[config.mk]
export PLATFORM = sky130hd
export DESIGN_NAME = strap_testmode_ctrl
export DESIGN_NICKNAME = d
export VERILOG_FILES = /design/src/rtl/strap_pkg.sv /design/src/rtl/strap_sampler.sv /design/src/rtl/mode_decode.sv /design/src/rtl/xor_chain.sv /design/src/rtl/strap_testmode_ctrl.sv
export SDC_FILE = /design/constraint.sdc
export NUM_CORES = 1
export LEC_CHECK = 0
export BUFFER_PORTS_ARGS = -buffer_cell sky130_fd_sc_hd__buf_2
export CAP_MARGIN = 15
export CORE_MARGIN = 3
export CORE_UTILIZATION = 29
export CTS_CLUSTER_DIAMETER = 30
export DETAILED_ROUTE_END_ITERATION = 7
export GPL_ROUTABILITY_DRIVEN = 0
export MAX_ROUTING_LAYER = met4
export PLACE_DENSITY = 0.72
export SETUP_SLACK_MARGIN = 0.15
export SLEW_MARGIN = 30
export SYNTH_ARGS = -nofsm -noshare
export SYNTH_HDL_FRONTEND = slang
export SYNTH_SLANG_ARGS = --single-unit
[constraint.sdc]
create_clock -name clk -period 1 [get_ports clk]
set_input_delay 0.05 -clock clk [delete_from_list [all_inputs] [get_ports clk]]
set_output_delay 0.05 -clock clk [all_outputs]
set_load 0.005 [all_outputs]
[src/rtl/strap_pkg.sv]
// Shared types and constants for the strap/test-mode controller.
// Assumes: two-bit test code is {TEST,TRIS}, a strap level of 1 means no pull-down.
package strap_pkg;

    typedef enum logic [1:0] {
        TM_NORMAL = 2'd0,
        TM_ICT    = 2'd1,
        TM_XOR    = 2'd2,
        TM_RSVD   = 2'd3
    } tmode_e;

    localparam logic [15:0] PORT_LOW_BASE  = 16'h002E;
    localparam logic [15:0] PORT_HIGH_BASE = 16'h164E;

    // Maps the captured {TEST,TRIS} pair onto an operating mode.
    function automatic tmode_e decode_mode(input logic test_lvl, input logic tris_lvl);
        unique case ({test_lvl, tris_lvl})
            2'b11:   decode_mode = TM_NORMAL;
            2'b10:   decode_mode = TM_ICT;
            2'b01:   decode_mode = TM_XOR;
            default: decode_mode = TM_RSVD;
        endcase
    endfunction

endpackage

[src/rtl/strap_sampler.sv]
// Captures the strap levels on every clock edge while the power-up reset is
// low and freezes them once it rises; also tracks the reset phase.
// Assumes: por_n is synchronous to clk and is the only reset of this register.
module strap_sampler #(
    parameter int NSTRAPS = 3
) (
    input  logic               clk,
    input  logic               por_n,
    input  logic [NSTRAPS-1:0] strap_in,
    output logic [NSTRAPS-1:0] strap_q,
    output logic               in_por
);

    // Track straps during power-up reset, hold them afterwards.
    always_ff @(posedge clk) begin
        if (!por_n) begin
            strap_q <= strap_in;
            in_por  <= 1'b1;
        end else begin
            in_por  <= 1'b0;
        end
    end


    strap_frozen_chk: assert property (@(posedge clk) disable iff (!por_n)
        !in_por |=> $stable(strap_q));


    por_exit_chk: assert property (@(posedge clk) disable iff (!por_n)
        in_por |=> !in_por);

endmodule

[src/rtl/mode_decode.sv]
// Turns the captured straps into port addresses, mode flags and per-pin
// output-enable permissions.
// Assumes: strap pins are listed in STRAP_MASK and float while in_por is high.
module mode_decode
    import strap_pkg::*;
#(
    parameter int               NPINS      = 8,
    parameter logic [NPINS-1:0] STRAP_MASK = '1
) (
    input  logic             clk,
    input  logic             por_n,
    input  logic             in_por,
    input  logic             sel_addr,
    input  logic             sel_test,
    input  logic             sel_tris,
    output logic [NPINS-1:0] pin_oe,
    output logic             pu_en,
    output logic             base_hi,
    output logic [15:0]      index_port,
    output logic [15:0]      data_port,
    output logic             mode_ict,
    output logic             mode_xor,
    output logic             mode_rsvd,
    output logic             xor_en
);

    localparam logic [NPINS-1:0] ALL_ON = '1;

    tmode_e mode;

    // Mode selection, suppressed while the power-up reset is running.
    always_comb begin
        mode      = decode_mode(sel_test, sel_tris);
        mode_ict  = !in_por && (mode == TM_ICT);
        mode_xor  = !in_por && (mode == TM_XOR);
        mode_rsvd = !in_por && (mode == TM_RSVD);
        xor_en    = mode_xor;
        pu_en     = in_por;
    end

    // Pin drive permissions: strap pins float in reset, all float in test modes.
    always_comb begin
        if (in_por)
            pin_oe = ~STRAP_MASK;
        else if (mode_ict || mode_xor)
            pin_oe = '0;
        else
            pin_oe = ALL_ON;
    end

    // Configuration port pair location from the address strap.
    always_comb begin
        base_hi    = sel_addr;
        index_port = sel_addr ? PORT_HIGH_BASE : PORT_LOW_BASE;
        data_port  = index_port + 16'd1;
    end


    ict_float_chk: assert property (@(posedge clk) disable iff (!por_n)
        mode_ict |-> (pin_oe == '0) && !xor_en);


    mode_onehot_chk: assert property (@(posedge clk) disable iff (!por_n)
        $onehot0({mode_ict, mode_xor, mode_rsvd}));

endmodule

[src/rtl/xor_chain.sv]
// Folds the masked pad inputs through a ripple of XOR gates into one bit.
// Assumes: CHAIN_MASK bits that are 0 mark supply pads kept out of the chain.
module xor_chain #(
    parameter int               NPINS      = 8,
    parameter logic [NPINS-1:0] CHAIN_MASK = '1
) (
    input  logic             clk,
    input  logic             por_n,
    input  logic [NPINS-1:0] pins,
    input  logic             en,
    output logic             chain_out
);

    logic [NPINS:0] link;

    assign link[0] = 1'b0;

    // One XOR stage per pad position, in pad index order.
    for (genvar i = 0; i < NPINS; i++) begin : g_stage
        assign link[i+1] = link[i] ^ (pins[i] & CHAIN_MASK[i]);
    end

    // Chain result reaches the pad only in chain mode.
    always_comb begin
        chain_out = en & link[NPINS];
    end


    chain_idle_chk: assert property (@(posedge clk) disable iff (!por_n)
        !en |-> !chain_out);

endmodule

[src/rtl/strap_testmode_ctrl.sv]
// Power-up strap capture and test-mode control for the pad ring.
// Assumes: por_n is the supply power-up reset only; later resets never
// reach this block, so captured straps survive them.
module strap_testmode_ctrl #(
    parameter int               NPINS      = 8,
    parameter logic [NPINS-1:0] CHAIN_MASK = 8'b1011_0111,
    parameter logic [NPINS-1:0] STRAP_MASK = 8'b1000_0011
) (
    input  logic             clk,
    input  logic             por_n,
    input  logic             strap_addr_sel,
    input  logic             strap_test,
    input  logic             strap_tris,
    input  logic [NPINS-1:0] pin_in,
    output logic [NPINS-1:0] pin_oe,
    output logic             strap_pu_en,
    output logic             base_hi,
    output logic [15:0]      index_port,
    output logic [15:0]      data_port,
    output logic             mode_ict,
    output logic             mode_xor,
    output logic             mode_rsvd,
    output logic             xor_out,
    output logic             xor_oe
);

    localparam int NSTRAPS = 3;

    logic [NSTRAPS-1:0] strap_q;
    logic               in_por;
    logic               xor_en;

    strap_sampler #(.NSTRAPS(NSTRAPS)) u_sample (
        .clk      (clk),
        .por_n    (por_n),
        .strap_in ({strap_addr_sel, strap_test, strap_tris}),
        .strap_q  (strap_q),
        .in_por   (in_por)
    );

    mode_decode #(.NPINS(NPINS), .STRAP_MASK(STRAP_MASK)) u_decode (
        .clk        (clk),
        .por_n      (por_n),
        .in_por     (in_por),
        .sel_addr   (strap_q[2]),
        .sel_test   (strap_q[1]),
        .sel_tris   (strap_q[0]),
        .pin_oe     (pin_oe),
        .pu_en      (strap_pu_en),
        .base_hi    (base_hi),
        .index_port (index_port),
        .data_port  (data_port),
        .mode_ict   (mode_ict),
        .mode_xor   (mode_xor),
        .mode_rsvd  (mode_rsvd),
        .xor_en     (xor_en)
    );

    xor_chain #(.NPINS(NPINS), .CHAIN_MASK(CHAIN_MASK)) u_chain (
        .clk       (clk),
        .por_n     (por_n),
        .pins      (pin_in),
        .en        (xor_en),
        .chain_out (xor_out)
    );

    assign xor_oe = xor_en;


    xor_drive_excl_chk: assert property (@(posedge clk) disable iff (!por_n)
        xor_oe |-> (pin_oe == '0));


    por_pullup_chk: assert property (@(posedge clk) disable iff (!por_n)
        strap_pu_en |-> !xor_oe && !mode_ict && !mode_rsvd);

endmodule

==> metrics.md, run 1 <==
| Metric | Value |
|---|---|
| Status | finished, violations left |
| Failing checks | negative setup slack |
| Initial drt markers | 0 |
| Max Buffers Root-to-Sink | 2 |
| # port buffers | 35 |
| Cell area after synthesis | 509 µm² |
| Crit-path max FO | 4 |
| CTS tree | done |
| Largest net degree at the start of global routing | 6 |
| Fmax | 807 MHz |
| Post-route ant nets | 0 |
| I/O Pins | 60 |
| Row cnt | 14 |
| Setup_tns | -2.60 ns |
| Hold_sp | por_n |
| Sequential fraction of the synthesis area | 21.6% |
| Pre-CTS WS | -0.0563 ns |
| Register Area | 111 µm² |
| H-tree Lvls | 1 |
| Top cell type's share of synthesized area | 56.0% |
| CP delay by family, top | flip-flops |
| Routed vias | 334 |
| Mapped Cells | 57 |
| Slowest stage delay, CP | 0.45 ns |
| Final setup fails | 13 |
| Layout cells sized above 1 | 54.8% |
| Core area | 1580 µm² |
| Multi-input gate area | 200 µm² |
| Top post-synthesis cells by area | buf_4, edfxtp_1, xnor3_1, dfxtp_1, xnor2_1 |
| Min-Delay Path Depth | 2 |
| Static leakage | 0.377 nW |
| Final core utilization | 42.3% |
| Unique cell type count in the Yosys netlist | 13 |
| Synth warnings | 0 |
| Remaining global-route overflow | 0 |
| Area Overhead vs Synth | 31.0% |
| WHS Endpoint | u_sample.in_por |
| Cell Chain, Critical Path | nor3b_4, and2_1, buf_2 |
| GRT Overall Usage | 6.17% |
| Slowest cell on crit path | edfxtp_1 |
| Filler cell count | 155 |
| Initial core utilization | 32.3% |
| Pre-antenna DRT Iters | 1 |
| Power density over the cells | 1040 nW/µm² |
| Tcrit/Tclk final | 124% |
| Critical path class | register to output pin |
| First-pass GRT wire length | 876 µm |
| FF+latch count, synth | 4 |
| Root buffer cell | clkbuf_4 |
| Diode count | 0 |
| Startpoint Class | register |
| Min-delay worst type | input port to register |
| Syn_area_per_cell | 8.93 µm² |
| Clock sink count | 4 |
| CTS Buf Count | 3 |
| Worst path bufs/invs | 1 |
| WL/cell | 9.06 µm |
| Die area | 2290 µm² |
| RSZ-0062 raised after global routing | true |
| Dpl hpwl | 714 µm |
| Setup WS post-layout | -0.239 ns |
| Synth area leader | buf_4 |
| Final nets | 98 |
| Initial antenna violation count | 0 |
| Required @ worst endpoint | 0.95 ns |
| Clock Pin Slew Worst Setup and Hold Paths | 0.04 ns |
| Total wire length | 906 µm |
| Max-Cap Viols | 0 |
| Fin. Hold Viols | 0 |
| Worst Hold Slack | 0.0240 ns |
| Max rail drop VDD | 0.000495 V |
| Worst setup EP type | output pin |
| Die height | 47.9 µm |
| Residual DRC count | 0 |
| Max Slew Vio Count | 0 |
| Crit path time final | 1.24 ns |
| Die width | 47.9 µm |
| Data arrival, critical path | 1.19 ns |
| Vias in the first global route | 247 |
| Vias per inst | 3.34 |
sequential cells by signal (all words and copies together), names as in the netlist:
name / cells
u_sample.in_por: 1
u_sample.strap_q: 3
layout by cell type, fill, tap and decap left out:
cell,synthesis,final
dlygate4sd3_1,0,3
edfxtp_1,3,3
clkbuf_4,0,3
nor2_1,2,1
xor2_1,1,1
buf_6,0,13
conb_1,2,22
nor3b_4,0,1
xnor2_2,1,1
nor3b_2,0,1
dfxtp_2,0,1
clkbuf_1,0,1
buf_2,0,25
nor3_1,1,1
xnor2_1,2,2
inv_1,2,2
and2_1,1,1
xnor3_1,1,1
nor2_2,0,1
logic make-up (layout without fill, tap and decap cells):
family | count (synthesis) | in the layout | share of synthesized area (%)
other cells | 2 | 22 | 1.47
buf+inv | 40 | 47 | 57.5
flops | 4 | 4 | 21.6
simple gates | 6 | 6 | 6.63
xor+xnor | 5 | 5 | 12.8
synthesized netlist by cell type:
library cell and instances:
and2_1 1, buf_4 38, xnor2_2 1, dfxtp_1 1
nor2_1 2, nor3_1 1, xnor3_1 1, edfxtp_1 3
conb_1 2, inv_1 2, xnor2_1 2, xor2_1 1
nor3b_1 2
how the worst max path moves through the flow:
stage / from / endpoint / slack [ns] / depth (start not counted)
global route: u_sample.strap_q[1] / xor_out / -0.33 / 3
finish: u_sample.strap_q[1] / xor_out / -0.24 / 3
CTS: u_sample.strap_q[1] / xor_out / -0.30 / 3
floorplan: u_sample.strap_q[1] / pin_oe[3] / 0.007 / 3
global placement: u_sample.strap_q[1] / xor_out / -0.006 / 3
detailed placement: pin_in[1] / xor_out / -0.06 / 5
layout make-up:
class                      instances  share of cell area, %
tap                               16                   3.00
clock buffer                       4                   3.94
inverter                           2                   1.13
multi-input combinational         33                   30.0
timing repair buffer              41                   45.2
sequential                         4                   16.7
stage by stage:
step	power, W	std cells	cell area, µm²
global placement	0.000405	91	514
CTS	0.000676	100	616
finish	0.000693	100	667
global route	0.000747	100	667
detailed placement	0.000408	91	514
floorplan	0.000437	77	597
report_power, final:
part	internal, W	switching (W)	total, W	leakage, nW
Clock	0.000150	0.0000670	0.000217	0.0150
Combinational	0.000162	0.000105	0.000267	0.324
Sequential	0.000194	0.0000148	0.000209	0.0378
Total	0.000506	0.000187	0.000693	0.377
what timing repair did:
| action | 4_1_cts | 5_1_grt |
|---|---|---|
| hold buffers | 3 | 0 |
| pin swaps | 2 | 2 |
| setup buffers | 2 | 0 |
| endpoints found under the hold margin | 3 | 0 |
| setup endpoints to repair | 25 | 25 |
| gates resized for setup | 7 | 9 |
layer usage:
layer	global-route usage (%)	vias to the layer above	routed length, µm
met4	6.45	0	0
met1	4.23	138	229
li1	-	169	-
met5	-	-	0
met2	11.9	27	563
met3	1.13	0	112
Power figures use the tool's default switching activity.
==> inputs of run 2 (changes only) <==
==> constraint.sdc (replaced) <==
create_clock -name clk -period 1 [get_ports clk]
set_input_delay 0.05 -clock clk [delete_from_list [all_inputs] [get_ports clk]]
set_output_delay 0.05 -clock clk [all_outputs]
set_load 0.02 [all_outputs]
==> metrics.md, run 2 (synthesis gave the netlist of run 1 again) <==
| Metric | Value |
|---|---|
| Pre-antenna DRT Iters | 3 (+2) |
| Min-delay worst type | input port to register |
| Vias in the first global route | 292 (+18%) |
| Vias per inst | 3.49 (+4.4%) |
| H-tree Lvls | 1 (unchanged) |
| Min-Delay Path Depth | 2 (unchanged) |
| Crit-path max FO | 5 (+1) |
| Setup WS post-layout | -0.345 ns (-0.106 ns) |
| Initial drt markers | 1 (+1) |
| Status | finished, violations left |
| Critical path class | register to output pin |
| Clock Pin Slew Worst Setup and Hold Paths | 0.04 ns (about the same) |
| First-pass GRT wire length | 1070 µm (+22%) |
| Fin. Hold Viols | 0 (unchanged) |
| Remaining global-route overflow | 0 (unchanged) |
| Biggest register | u_sample.strap_q |
| Layout cells sized above 1 | 60.9% (+6.2 points) |
| Hold_sp | por_n |
| Register Area | 114 µm² (+2.2%) |
| Final Power | 0.000918 W (+33%) |
| GRT Overall Usage | 7.34% (+1.2 points) |
| Row cnt | 14 (unchanged) |
| Most frequent cells in the layout | conb_1, buf_6, buf_2 |
| Die width | 47.9 µm (unchanged) |
| Core area | 1580 µm² (unchanged) |
| Max-Cap Viols | 0 (unchanged) |
| RSZ-0062 raised after global routing | true |
| Clock sink count | 4 (unchanged) |
| Largest net degree at the start of global routing | 6 (unchanged) |
| Data arrival, critical path | 1.29 ns (+0.10 ns) |
| Most common cell after layout, fill and taps aside | conb_1 |
| Max Slew Vio Count | 0 (unchanged) |
| Multi-input gate area | 228 µm² (+14%) |
| Routed vias | 359 (+7.5%) |
| Die height | 47.9 µm (unchanged) |
| Startpoint Class | register |
| Initial antenna violation count | 0 (unchanged) |
| CTS tree | done |
| Static leakage | 0.417 nW (+10%) |
| WL/cell | 9.02 µm (-0.45%) |
| Failing checks | negative setup slack |
| Max rail drop VDD | 0.000642 V (+30%) |
| Total wire length | 929 µm (+2.5%) |
| Area Overhead vs Synth | 52.3% |
| Power density over the cells | 1180 nW/µm² (+14%) |
| Filler cell count | 152 (-1.9%) |
| Required @ worst endpoint | 0.95 ns (about the same) |
| Residual DRC count | 0 (unchanged) |
| Tcrit/Tclk final | 134% (+11 points) |
| Biggest regs | u_sample.strap_q: 3 flops, u_sample.in_por: 1 flops |
| CTS Buf Count | 3 (unchanged) |
| Diode count | 0 (unchanged) |
| Die area | 2290 µm² (unchanged) |
| I/O Pins | 60 (unchanged) |
| Initial core utilization | 32.3% (unchanged) |
| Final setup fails | 15 (+2) |
| WHS Endpoint | u_sample.in_por |
| Root buffer cell | clkbuf_4 |
| Worst setup EP type | output pin |
| Fmax | 744 MHz (-7.9%) |
| Post-route ant nets | 0 (unchanged) |
| Dpl hpwl | 684 µm (-4.1%) |
| Final nets | 101 (+3.1%) |
| Final core utilization | 49.2% (+6.9 points) |
| Crit path time final | 1.34 ns (+0.106 ns) |
| Max Buffers Root-to-Sink | 2 (unchanged) |
| # port buffers | 35 (unchanged) |
| Flip-flop count of the largest register after layout | 3 (unchanged) |
[run 2: where the power goes]
group / total, W / switching [W] / internal [W]
logic: 0.000493 / 0.000270 / 0.000223
registers: 0.000208 / 0.0000159 / 0.000192
clock network: 0.000217 / 0.0000668 / 0.000150
total: 0.000918 / 0.000353 / 0.000565
[run 2: what timing repair did]
item | 4_1_cts | 5_1_grt
hold buffers | 3 | 0
endpoints found under the hold margin | 3 | 0
pin swaps | 0 | 3
gates resized for setup | 31 | 15
setup endpoints to repair | 25 | 25
buffers inserted | 3 | 0
[run 2: worst max-delay path by stage]
stage                                   start         to  slack [ns]
after floorplan           u_sample.strap_q[1]    xor_out       -0.17
after global placement              pin_in[1]    xor_out       -0.08
after detailed placement            pin_in[1]    xor_out       -0.11
after CTS                 u_sample.strap_q[0]  pin_oe[6]       -0.33
after global routing      u_sample.strap_q[1]  pin_oe[4]       -0.40
final                     u_sample.strap_q[1]  pin_oe[4]       -0.34
[run 2: cell type report]
type	instances	share of cell area, %
well taps	16	2.58
multi-input cells	33	29.4
clock buffers	4	3.39
flip-flops and latches	4	14.7
repair buffers	44	48.7
inverters	2	1.29
[run 2: routing by layer]
metal,GRT usage [%],wire length [µm],up-vias
met5,-,0,-
met3,2.26,78,0
met1,4.01,236,158
met4,6.45,0,0
met2,15.3,614,25
li1,-,-,176
[run 2: worst max-delay path: stages, from the launching register on]
cell,delay [ns]
edfxtp_1,0.49
nor3b_4,0.24
buf_6,0.13
nor2_4,0.04
buf_4,0.16
[run 2: metrics by stage]
stage,std cells,worst slack [ns],cell area [µm²],hold slack (ns),TNS [ns]
final,103,-0.345,776,0.0142,-3.88
after global routing,103,-0.397,776,0.0278,-4.71
after CTS,103,-0.334,723,0.00240,-3.91
after detailed placement,93,-0.114,552,0.229,-0.786
after global placement,93,-0.0779,552,0.228,-0.592
after floorplan,77,-0.172,642,0.149,-1.26
